## src/rtl/fbseq_pkg.sv

```systemverilog
`timescale 1ns/1ps
package fbseq_pkg;
  localparam int OP_W   = 4;
  localparam int FLD_W  = 4;
  localparam int WORD_W = 1 + OP_W + 3 * FLD_W;

  typedef enum logic [OP_W-1:0] {
    OP_END = 4'd0,
    OP_ADD = 4'd1,
    OP_SUB = 4'd2,
    OP_AND = 4'd3,
    OP_OR  = 4'd4,
    OP_XOR = 4'd5,
    OP_LDI = 4'd6,
    OP_STO = 4'd7,
    OP_MOV = 4'd8
  } opcode_e;

  typedef struct packed {
    logic             chk;
    logic [OP_W-1:0]  op;
    logic [FLD_W-1:0] dst;
    logic [FLD_W-1:0] sa;
    logic [FLD_W-1:0] sb;
  } pword_t;

  typedef enum logic [2:0] {
    FLT_NONE     = 3'd0,
    FLT_CHECKSUM = 3'd1,
    FLT_OPCODE   = 3'd2,
    FLT_RANGE    = 3'd3,
    FLT_NOEND    = 3'd4,
    FLT_OVERRUN  = 3'd5
  } fault_e;

  typedef enum logic [1:0] {
    ST_IDLE  = 2'd0,
    ST_FETCH = 2'd1,
    ST_EXEC  = 2'd2
  } state_e;

  function automatic logic fits(input logic [FLD_W-1:0] idx, input int unsigned lim);
    return 32'(idx) < lim;
  endfunction
endpackage

```

## src/rtl/fbseq_decode.sv

```systemverilog
`timescale 1ns/1ps
module fbseq_decode
  import fbseq_pkg::*;
#(
  parameter int NSIG = 8,
  parameter int NIN  = 8,
  parameter int NOUT = 8
) (
  input  pword_t word,
  output fault_e err,
  output logic   is_end,
  output logic   wr_reg,
  output logic   wr_out
);
  logic known;
  logic in_range;

  always_comb begin
    known    = 1'b1;
    in_range = 1'b1;
    is_end   = 1'b0;
    wr_reg   = 1'b0;
    wr_out   = 1'b0;
    case (word.op)
      OP_END: is_end = 1'b1;
      OP_ADD, OP_SUB, OP_AND, OP_OR, OP_XOR: begin
        wr_reg   = 1'b1;
        in_range = fits(word.dst, NSIG) && fits(word.sa, NSIG) && fits(word.sb, NSIG);
      end
      OP_MOV: begin
        wr_reg   = 1'b1;
        in_range = fits(word.dst, NSIG) && fits(word.sa, NSIG);
      end
      OP_LDI: begin
        wr_reg   = 1'b1;
        in_range = fits(word.dst, NSIG) && fits(word.sa, NIN);
      end
      OP_STO: begin
        wr_out   = 1'b1;
        in_range = fits(word.dst, NOUT) && fits(word.sa, NSIG);
      end
      default: known = 1'b0;
    endcase

    if (^word)          err = FLT_CHECKSUM;
    else if (!known)    err = FLT_OPCODE;
    else if (!in_range) err = FLT_RANGE;
    else                err = FLT_NONE;
  end
endmodule

```

## src/rtl/fbseq_alu.sv

```systemverilog
`timescale 1ns/1ps
module fbseq_alu
  import fbseq_pkg::*;
#(
  parameter int SIG_W = 16
) (
  input  logic [OP_W-1:0]  op,
  input  logic [SIG_W-1:0] a,
  input  logic [SIG_W-1:0] b,
  input  logic [SIG_W-1:0] ext,
  output logic [SIG_W-1:0] y
);
  always_comb begin
    case (op)
      OP_ADD:  y = a + b;
      OP_SUB:  y = a - b;
      OP_AND:  y = a & b;
      OP_OR:   y = a | b;
      OP_XOR:  y = a ^ b;
      OP_LDI:  y = ext;
      default: y = a;
    endcase
  end
endmodule

```

## src/rtl/fbseq_regfile.sv

```systemverilog
`timescale 1ns/1ps
module fbseq_regfile #(
  parameter int NSIG  = 8,
  parameter int SIG_W = 16,
  parameter int FLD_W = 4
) (
  input  logic             clk,
  input  logic             rst_n,
  input  logic             we,
  input  logic [FLD_W-1:0] waddr,
  input  logic [SIG_W-1:0] wdata,
  input  logic [FLD_W-1:0] ra,
  input  logic [FLD_W-1:0] rb,
  output logic [SIG_W-1:0] qa,
  output logic [SIG_W-1:0] qb
);
  logic [SIG_W-1:0] cells [NSIG];

  for (genvar g = 0; g < NSIG; g++) begin : g_cell
    logic hit;
    assign hit = we && (32'(waddr) == g);
    always_ff @(posedge clk or negedge rst_n) begin
      if (!rst_n)   cells[g] <= '0;
      else if (hit) cells[g] <= wdata;
    end
  end

  always_comb begin
    qa = '0;
    qb = '0;
    for (int i = 0; i < NSIG; i++) begin
      if (32'(ra) == i) qa = cells[i];
      if (32'(rb) == i) qb = cells[i];
    end
  end
endmodule

```

## src/rtl/fbseq_ctrl.sv

```systemverilog
`timescale 1ns/1ps
module fbseq_ctrl
  import fbseq_pkg::*;
#(
  parameter int MAX_INSTR = 16,
  parameter int SIG_W     = 16,
  parameter int PC_W      = 4
) (
  input  logic             clk,
  input  logic             rst_n,
  input  logic             start,
  input  logic             pm_valid,
  input  pword_t           pm_word,
  input  fault_e           err,
  input  logic             is_end,
  input  logic             wr_reg,
  input  logic             wr_out,
  input  logic [SIG_W-1:0] alu_y,
  output pword_t           ir,
  output logic             pm_req,
  output logic [PC_W-1:0]  pm_addr,
  output logic             rf_we,
  output logic             busy,
  output logic             done,
  output logic             fault,
  output fault_e           fault_kind,
  output logic             out_we,
  output logic [FLD_W-1:0] out_addr,
  output logic [SIG_W-1:0] out_data
);
  localparam logic [PC_W-1:0] LAST_PC = PC_W'(MAX_INSTR - 1);

  state_e           state_q, state_d;
  logic [PC_W-1:0]  pc_q, pc_d;
  logic             pc_en, ir_en, flt_en, out_en;
  pword_t           ir_q;
  logic             fault_q, fault_d;
  fault_e           kind_q, kind_d;
  logic             done_q, done_d;
  logic             owe_q, owe_d;
  logic [FLD_W-1:0] oaddr_q;
  logic [SIG_W-1:0] odata_q;

  always_comb begin
    state_d = state_q;
    pc_d    = pc_q;
    pc_en   = 1'b0;
    ir_en   = 1'b0;
    flt_en  = 1'b0;
    fault_d = fault_q;
    kind_d  = kind_q;
    done_d  = 1'b0;
    owe_d   = 1'b0;
    out_en  = 1'b0;
    rf_we   = 1'b0;

    if (start && state_q != ST_IDLE) begin
      flt_en  = 1'b1;
      fault_d = 1'b1;
      kind_d  = FLT_OVERRUN;
    end

    case (state_q)
      ST_IDLE: begin
        if (start) begin
          state_d = ST_FETCH;
          pc_en   = 1'b1;
          pc_d    = '0;
          flt_en  = 1'b1;
          fault_d = 1'b0;
          kind_d  = FLT_NONE;
        end
      end
      ST_FETCH: begin
        if (pm_valid) begin
          ir_en   = 1'b1;
          state_d = ST_EXEC;
        end
      end
      ST_EXEC: begin
        if (err != FLT_NONE) begin
          state_d = ST_IDLE;
          flt_en  = 1'b1;
          fault_d = 1'b1;
          kind_d  = err;
        end else if (is_end) begin
          state_d = ST_IDLE;
          done_d  = 1'b1;
        end else begin
          rf_we = wr_reg;
          if (wr_out) begin
            owe_d  = 1'b1;
            out_en = 1'b1;
          end
          if (pc_q == LAST_PC) begin
            state_d = ST_IDLE;
            flt_en  = 1'b1;
            fault_d = 1'b1;
            kind_d  = FLT_NOEND;
          end else begin
            pc_en   = 1'b1;
            pc_d    = pc_q + 1'b1;
            state_d = ST_FETCH;
          end
        end
      end
      default: state_d = ST_IDLE;
    endcase
  end

  always_ff @(posedge clk or negedge rst_n) begin
    if (!rst_n) begin
      state_q <= ST_IDLE;
      pc_q    <= '0;
      ir_q    <= '0;
      fault_q <= 1'b0;
      kind_q  <= FLT_NONE;
      done_q  <= 1'b0;
      owe_q   <= 1'b0;
      oaddr_q <= '0;
      odata_q <= '0;
    end else begin
      state_q <= state_d;
      done_q  <= done_d;
      owe_q   <= owe_d;
      if (pc_en)  pc_q <= pc_d;
      if (ir_en)  ir_q <= pm_word;
      if (flt_en) begin
        fault_q <= fault_d;
        kind_q  <= kind_d;
      end
      if (out_en) begin
        oaddr_q <= ir_q.dst;
        odata_q <= alu_y;
      end
    end
  end

  assign ir         = ir_q;
  assign pm_req     = (state_q == ST_FETCH);
  assign pm_addr    = pc_q;
  assign busy       = (state_q != ST_IDLE);
  assign done       = done_q;
  assign fault      = fault_q;
  assign fault_kind = kind_q;
  assign out_we     = owe_q;
  assign out_addr   = oaddr_q;
  assign out_data   = odata_q;
endmodule

```

## src/rtl/fbseq_top.sv

```systemverilog
`timescale 1ns/1ps
module fbseq_top
  import fbseq_pkg::*;
#(
  parameter int MAX_INSTR = 16,
  parameter int SIG_W     = 16,
  parameter int NSIG      = 8,
  parameter int NIN       = 8,
  parameter int NOUT      = 8,
  localparam int PC_W     = $clog2(MAX_INSTR)
) (
  input  logic              clk,
  input  logic              rst_n,
  input  logic              cyc_start,
  output logic              pm_req,
  output logic [PC_W-1:0]   pm_addr,
  input  logic [WORD_W-1:0] pm_data,
  input  logic              pm_valid,
  output logic [FLD_W-1:0]  in_sel,
  input  logic [SIG_W-1:0]  in_data,
  output logic              out_we,
  output logic [FLD_W-1:0]  out_addr,
  output logic [SIG_W-1:0]  out_data,
  output logic              busy,
  output logic              done,
  output logic              fault,
  output logic [2:0]        fault_kind
);
  logic [1:0]       rsync_q;
  logic             core_rst_n;
  pword_t           ir;
  fault_e           dec_err;
  fault_e           kind;
  logic             dec_end, dec_wr_reg, dec_wr_out;
  logic             rf_we;
  logic [SIG_W-1:0] qa, qb, alu_y;

  always_ff @(posedge clk or negedge rst_n) begin
    if (!rst_n) rsync_q <= '0;
    else        rsync_q <= {rsync_q[0], 1'b1};
  end
  assign core_rst_n = rsync_q[1];

  fbseq_decode #(.NSIG(NSIG), .NIN(NIN), .NOUT(NOUT)) u_dec (
    .word   (ir),
    .err    (dec_err),
    .is_end (dec_end),
    .wr_reg (dec_wr_reg),
    .wr_out (dec_wr_out)
  );

  fbseq_regfile #(.NSIG(NSIG), .SIG_W(SIG_W), .FLD_W(FLD_W)) u_rf (
    .clk   (clk),
    .rst_n (core_rst_n),
    .we    (rf_we),
    .waddr (ir.dst),
    .wdata (alu_y),
    .ra    (ir.sa),
    .rb    (ir.sb),
    .qa    (qa),
    .qb    (qb)
  );

  fbseq_alu #(.SIG_W(SIG_W)) u_alu (
    .op  (ir.op),
    .a   (qa),
    .b   (qb),
    .ext (in_data),
    .y   (alu_y)
  );

  fbseq_ctrl #(.MAX_INSTR(MAX_INSTR), .SIG_W(SIG_W), .PC_W(PC_W)) u_ctrl (
    .clk        (clk),
    .rst_n      (core_rst_n),
    .start      (cyc_start),
    .pm_valid   (pm_valid),
    .pm_word    (pword_t'(pm_data)),
    .err        (dec_err),
    .is_end     (dec_end),
    .wr_reg     (dec_wr_reg),
    .wr_out     (dec_wr_out),
    .alu_y      (alu_y),
    .ir         (ir),
    .pm_req     (pm_req),
    .pm_addr    (pm_addr),
    .rf_we      (rf_we),
    .busy       (busy),
    .done       (done),
    .fault      (fault),
    .fault_kind (kind),
    .out_we     (out_we),
    .out_addr   (out_addr),
    .out_data   (out_data)
  );

  assign in_sel     = ir.sa;
  assign fault_kind = kind;
endmodule

```

## config.mk

```make
export PLATFORM = sky130hd
export DESIGN_NAME = fbseq_top
export DESIGN_NICKNAME = d
export VERILOG_FILES = /design/src/rtl/fbseq_pkg.sv /design/src/rtl/fbseq_decode.sv /design/src/rtl/fbseq_alu.sv /design/src/rtl/fbseq_regfile.sv /design/src/rtl/fbseq_ctrl.sv /design/src/rtl/fbseq_top.sv
export SDC_FILE = /design/constraint.sdc
export NUM_CORES = 1
export LEC_CHECK = 0
export BUFFER_PORTS_ARGS = -buffer_cell sky130_fd_sc_hd__buf_2
export CAP_MARGIN = 20
export CORE_MARGIN = 8
export CORE_UTILIZATION = 30
export CTS_BUF_LIST = sky130_fd_sc_hd__clkbuf_16
export DETAILED_ROUTE_END_ITERATION = 10
export GPL_TIMING_DRIVEN = 0
export HOLD_SLACK_MARGIN = 0.1
export PLACE_DENSITY = 0.48
export SYNTH_ARGS = -nofsm -noshare
export SYNTH_HDL_FRONTEND = slang
export SYNTH_HIERARCHICAL = 1
export SYNTH_SLANG_ARGS = --single-unit
```

## constraint.sdc

```tcl
create_clock -name clk -period 16.2 [get_ports clk]
set_input_delay 1.62 -clock clk [delete_from_list [all_inputs] [get_ports clk]]
set_output_delay 1.62 -clock clk [all_outputs]
set_load 0.01 [all_outputs]
```

# [Word-level counts from Yosys, hierarchy flattened]
# Index checks and enable logic that the tools add are counted.
# Widths: inputs -> output; s select.
[classes] multipliers=0 div=0 n_mux=71 shifts=0 bitwise=3 eq_ne=37 n_addsub=3 n_reduce_logical=26 n_lt_le_gt_ge=3
[ops] operator="$mux 16" n=16
[ops] operator="$pmux 16 s6" n=1
[ops] operator="$eq 4x3->1 const B" n=16
[ops] operator="$eq 4x2->1 const B" n=8
[ops] operator="$mux 1" n=31
[ops] operator="$mux 3" n=7
[ops] operator="$reduce_xor 17->1" n=1
[ops] operator="$add 16x16->16" n=1
[ops] operator="$and 16x16->16" n=1
[ops] operator="$eq 4x1->1 const B" n=4
[ops] operator="$logic_not 4->1" n=4
[ops] operator="$mux 4" n=4
[ops] operator="$or 16x16->16" n=1
[ops] operator="$sub 16x16->16" n=1
[ops] operator="$xor 16x16->16" n=1
[ops] operator="$lt 4x4->1 const B" n=3
[ops] operator="$logic_and 1x1->1" n=11
[ops] operator="$mux 2" n=5
[ops] operator="$reduce_or 9->1" n=1
[ops] operator="$eq 4x4->1 const B" n=2
[ops] operator="$ne 2x2->1 const B" n=4
[ops] operator="$pmux 1 s2" n=4
[ops] operator="$pmux 4 s2" n=1
[ops] operator="$reduce_or 7->1" n=1
[ops] operator="other kinds (13)" n=14
[totals] out_inout_bits=36 mem_count=0 reg_bits=179 word_cells=165 in_bits=37 mem_bits_ro=0 latchBits=0 ram_bits=0

# [Depth between registers and ports, before layout]
[logic_depth] ltp_word=11 depth_mapped=21 depth_no_buf=18

# [Hierarchy]
# Netlist, hierarchy kept.
[modules_own_cells] module="fbseq_regfile" area_each_um2=7312.0 instances=1 seq_area_each_um2=3203.1 cells_each=610
[modules_own_cells] module="fbseq_alu" area_each_um2=2263.4 instances=1 seq_area_each_um2=0.0 cells_each=314
[modules_own_cells] module="fbseq_ctrl" area_each_um2=2138.3 instances=1 seq_area_each_um2=1226.2 cells_each=148
[modules_own_cells] module="fbseq_decode" area_each_um2=354.1 instances=1 seq_area_each_um2=0.0 cells_each=38
[modules_own_cells] module="fbseq_top" area_each_um2=53.8 instances=1 seq_area_each_um2=50.0 cells_each=3

# [Worst setup path before layout]
# Ideal clock, no wire load.
[synth_timing] kind="reg-to-reg" startpoint="register u_ctrl.ir_q (netlist bit u_ctrl/ir[0])" endpoint="register u_rf/cells[62] in the netlist's numbering" period_less_slack_ns=4.392 setup_slack_ns=11.808 n_path_buf=3 path_stages_with_launch=20 arrival_ns=4.265 required_ns=16.073 setup_ns=0.127 path_cell_list="dfrtp_1 -> buf_2 -> nor2b_1 -> buf_2 -> a222oi_1 -> a2bb2oi_1 -> o221ai_1 -> nor4_1 -> and2_1 -> a31oi_1 -> xnor2_1 -> ha_1 -> clkbuf_1 -> a21o_1 -> a221o_1 -> a21oi_1 -> o41ai_1 -> xor2_1 -> a221o_1 -> mux2_1"
[synth_via] elab_chain_len=11 elab_cells_between_ends=33 classes_between="add/sub: 2; order compare: 1; eq/ne: 7; mux: 15; bitwise: 3; reduce/logical: 5"
[synth_rtl] item="start: declaration" line="fbseq_ctrl.sv:36" rtl="pword_t ir_q;"
[synth_rtl] item="start signal: assignment" line="fbseq_ctrl.sv:127" rtl="if (ir_en) ir_q <= pm_word;"
[synth_rtl] item="$logic_not 4->1" line="fbseq_regfile.sv:33" rtl="if (32'(rb) == i) qb = cells[i];"
[synth_rtl] item="$mux 16 (7 in a row)" line="fbseq_regfile.sv:33"
[synth_rtl] item="$mux 16 *" line="fbseq_regfile.sv:33"
[synth_rtl] item="named net qb[2]" line="fbseq_top.sv:36" rtl="logic [SIG_W-1:0] qa, qb, alu_y;"
[synth_rtl] item="$sub 16x16->16 or $add 16x16->16 (tied branches)" line="fbseq_alu.sv:16, fbseq_alu.sv:15"
[synth_rtl] item="$pmux 16 s6 *" line="fbseq_alu.sv:14" rtl="case (op)"
[synth_rtl] item="named net alu_y[14]" line="fbseq_top.sv:36"
[synth_rtl] item="end signal: indexed assignment" line="fbseq_regfile.sv:24" rtl="else if (hit) cells[g] <= wdata;"
[synth_rtl] item="end: declaration" line="fbseq_regfile.sv:17" rtl="logic [SIG_W-1:0] cells [NSIG];"
# The timed path passes the listed nets; every way through them passes the cells marked *.
# A chain may end at the register's enable or synchronous reset.

# [Worst setup path after layout]
[layout_timing] startpoint="register u_ctrl.ir_q (netlist bit u_ctrl/ir[2])" endpoint="register u_ctrl.odata_q[15], in the netlist u_ctrl/out_data[15]"
[layout_via] elab_chain_len=11 elab_cells_between_ends=32 classes_between="add/sub: 2; order compare: 1; eq/ne: 7; mux: 15; bitwise: 3; reduce/logical: 4"
[layout_rtl] item="$logic_not 4->1" line="fbseq_regfile.sv:33"
[layout_rtl] item="$mux 16 (7 in a row)" line="fbseq_regfile.sv:33"
[layout_rtl] item="$mux 16 *" line="fbseq_regfile.sv:33"
[layout_rtl] item="named net qb[4]" line="fbseq_top.sv:36"
[layout_rtl] item="$sub 16x16->16 or $add 16x16->16 (tied branches)" line="fbseq_alu.sv:16, fbseq_alu.sv:15"
[layout_rtl] item="$pmux 16 s6 *" line="fbseq_alu.sv:14"
[layout_rtl] item="named net alu_y[15]" line="fbseq_top.sv:36"
[layout_rtl] item="end signal: assignment" line="fbseq_ctrl.sv:134" rtl="odata_q <= alu_y;"
[layout_rtl] item="end: declaration" line="fbseq_ctrl.sv:42" rtl="logic [SIG_W-1:0] odata_q;"
# Marks and branches as above.

==> out/summary.txt <==
Synth-to-Final Area Change -> 13.71%
Min Tclk post-route -> 6.173 ns
ANT nets after route -> 0
Die X -> 217.0 um
Worst path max stage delay -> 0.80 ns
Critical-path cell list -> buf_2, buf_1, a221oi_1, nor3_1, nor4_1, and2_1, a41oi_1, xnor2_1, ha_1, a21o_1, a21oi_1, nor2b_1, a2111oi_2, xnor2_1, a21oi_1, o21ai_1, mux2_2
CP delay by family, top -> compound AO/OA/AOI/OAI gates
Max frequency -> 0.1620 GHz
Number of cells upsized or downsized after cts -> 0
Crit. End Element -> flip-flop
Overall routing resource usage -> 0.1773
Post-CTS repair timing setup buffer count -> 0
Fin cells -> 1745
Setup violations, final -> 0
DR vias/cell -> 5.445
Leak pwr -> 6.463 nW
First-pass GRT wire length -> 63.34 mm
Buf/Inv on CP -> 2
Port bufs -> 71
Layout net count -> 1300
Clk sinks -> 179
Worst setup SP type -> flip-flop
Core area -> 0.03982 sq mm
Min-delay worst type -> flip-flop to flip-flop
Num rows -> 73
Most used DFF post-synth -> dfrtp_1
Clock Tree Buf Depth -> 2
Met3 WL -> 2.371 mm
Rel. slew slack -> 0.2501
CTS tree -> built
Worst Path Arrival -> 6.54 ns
Met1 wire length -> 19.40 mm
# IOs -> 73
Count of pins over their slew limit -> 0
Hold Slack -> 0.3516 ns
Placed cells -> 1712
Clk_skew -> 0.01489 ns
DRC -> 0
Post-CTS Hold Fix Bufs -> 0
Initial antenna violation count -> 1
Critical setup path kind -> flip-flop to flip-flop
Fill count -> 4090
Die area -> 0.04709 sq mm
Net Count, Synth -> 1207
Syn Inst Count -> 1113
Final period util -> 0.3810
DR pass1 iterations -> 5
Critical path peak fanout -> 10
H-tree levels -> 4
Layout cell share with drive strength beyond 1 -> 0.3019
Die height -> 217.0 um
Synthesis Warnings -> 6
Wire length per cell -> 24.04 um
Synthesized area -> 0.01212 sq mm
Metal2 WL -> 19.30 mm
Top Layer Used -> met4
RSZ-0062 raised after global routing -> no
Outcome -> completed
Worst vdd ir -> 161.6 uV
Synth Register Bits -> 179
Clock transition at the registers of the reported paths -> 0.08 ns
Asr flop ratio synth -> 1.000
Commonest cells after routing, fill and taps aside -> dfrtp_1, mux2_2, buf_2, a21oi_1, nor2_1
Placer Congestion -> 0.8848
Total CTS buffers -> 17
Sequential cell area -> 0.004483 sq mm
Required time worst endpoint -> 16.57 ns
Final Hold Viols -> 0
Root Driver -> clkbuf_16
Vias -> 9501
Synthesized area per cell -> 10.89 sq um
Total negative slack -> 0 ns
Initial core utilization -> 0.3044
Post-DP HPWL -> 30.69 mm
Vias in the first global route -> 9714
Crit-path slowest cell -> nor3_1
Power, Total -> 0.002810 W
Worst-margin pin slew -> 1.116 ns
Sequential share of the synthesized area -> 0.3695
Initial DRC count -> 834
Worst-Skew Late Latency -> 0.45 ns
Synth cell types -> 85
Multi-input logic area -> 0.007059 sq mm
Largest net degree at the start of global routing -> 65
Commonest non-fill, non-tap cell in the layout -> dfrtp_1
P per Cell Area -> 203.9 mW/mm^2
Max_cap viols -> 0
Reg2Reg Setup Slack -> 10.03 ns
Final wirelength -> 41.95 mm
Post-synth EDFFs -> 0
GRT Residual Overflow -> 0
## worst reg2reg max path: stages (launching register included)
cell	delay, ns
dfrtp_1	0.66
buf_2	0.36
buf_1	0.53
a221oi_1	0.17
nor3_1	0.80
nor4_1	0.25
and2_1	0.30
a41oi_1	0.26
xnor2_1	0.10
ha_1	0.40
a21o_1	0.21
a21oi_1	0.19
nor2b_1	0.08
a2111oi_2	0.49
xnor2_1	0.21
a21oi_1	0.12
o21ai_1	0.68
mux2_2	0.30
## kinds of logic (layout without fill, tap and decap cells)
group	after synthesis	count (layout)	share of synthesized area
flip-flops	179	179	0.3695
XOR/XNOR	39	39	0.03282
AO/OA/AOI/OAI	260	260	0.1500
multiplexers	250	250	0.2389
other	2	3	0.0006196
adder cells (fa/ha/maj)	57	57	0.05945
AND/OR/NAND/NOR	210	210	0.1006
buffers and inverters	116	222	0.04810
## layout make-up
| cell class | count | area share |
|---|---|---|
| repair buffers | 74 | 0.03032 |
| multi-input cells | 818 | 0.5122 |
| clock inverters | 15 | 0.01126 |
| flip-flops and latches | 179 | 0.3253 |
| inverters | 45 | 0.01225 |
| plain buffers | 71 | 0.03005 |
| clock buffers | 17 | 0.03086 |
| diodes | 1 | 0.0001816 |
| well taps | 525 | 0.04766 |
## cells in the mapped netlist (all sizes together), types with 5 or more instances
library cell | instances | share of area
a211oi | 6 | 0.0037
a21o | 9 | 0.0056
a21oi | 65 | 0.027
a221o | 13 | 0.011
a221oi | 7 | 0.0051
a222oi | 7 | 0.0058
a22o | 5 | 0.0036
a22oi | 20 | 0.012
a2bb2oi | 7 | 0.0051
a31oi | 9 | 0.0046
and2 | 5 | 0.0026
and3 | 7 | 0.0036
buf | 50 | 0.028
clkbuf | 21 | 0.0066
dfrtp | 179 | 0.37
ha | 56 | 0.058
inv | 45 | 0.014
mux2 | 187 | 0.18
mux2i | 56 | 0.046
mux4 | 7 | 0.013
nand2 | 38 | 0.012
nand2b | 21 | 0.011
nand3 | 11 | 0.0056
nand3b | 9 | 0.0087
nor2 | 60 | 0.019
nor2b | 26 | 0.014
nor3 | 10 | 0.0059
nor3b | 6 | 0.0078
o21a | 5 | 0.0031
o21ai | 38 | 0.016
o221ai | 9 | 0.0065
o22ai | 20 | 0.010
o2bb2ai | 7 | 0.0051
o31ai | 6 | 0.0060
xnor2 | 32 | 0.024
## power breakdown
group          total (W)  internal (W)  switching, W  leakage (nW)
clock network   0.000423      0.000229      0.000194         0.285
logic            0.00180      0.000665       0.00114          3.73
registers       0.000582      0.000506     0.0000765          2.45
total            0.00281       0.00140       0.00141          6.46
## worst paths after layout
path / start / endpoint / cells past startpoint
worst max register to register: u_ctrl/ir[2] / u_ctrl/out_data[15] / 17
worst min-delay path: rsync_q[0] / rsync_q[1] / 0
worst max-delay path: u_ctrl/ir[2] / u_ctrl/out_data[15] / 17
max in group asynchronous: rsync_q[1] / u_rf/cells[102] / 2
worst min register to register: rsync_q[0] / rsync_q[1] / 0
min in group asynchronous: rsync_q[1] / u_ctrl/fault_kind[0] / 0
## layer usage
layer | GRT usage | up-vias
li1 | - | 4307
met1 | 0.2415 | 4813
met2 | 0.2843 | 340
met3 | 0.03370 | 41
met4 | 0.04914 | 0
met5 | 0 | -
## through the flow
stage | util | worst slack, ns | cell area (sq um)
5_1_grt | 0.3460 | 9.643 | 13780
3_5_place_dp | 0.3315 | 10.08 | 13200
4_1_cts | 0.3460 | 10.05 | 13780
6_report | 0.3461 | 10.03 | 13780
3_3_place_gp | 0.3298 | 8.077 | 13130
2_1_floorplan | - | 10.84 | 12120
## flip-flops by register name (all words and copies together) (netlist names)
signal and count:
u_ctrl/fault_kind 3, u_ctrl/state_q 2, u_ctrl/out_data 16, u_ctrl/pm_addr 4, u_ctrl/fault 1, u_ctrl/out_we 1
u_rf/cells 128, u_ctrl/ir 17, u_ctrl/out_addr 4, rsync_q 2, u_ctrl/done 1
No activity file was read; power rests on OpenSTA's default activity.
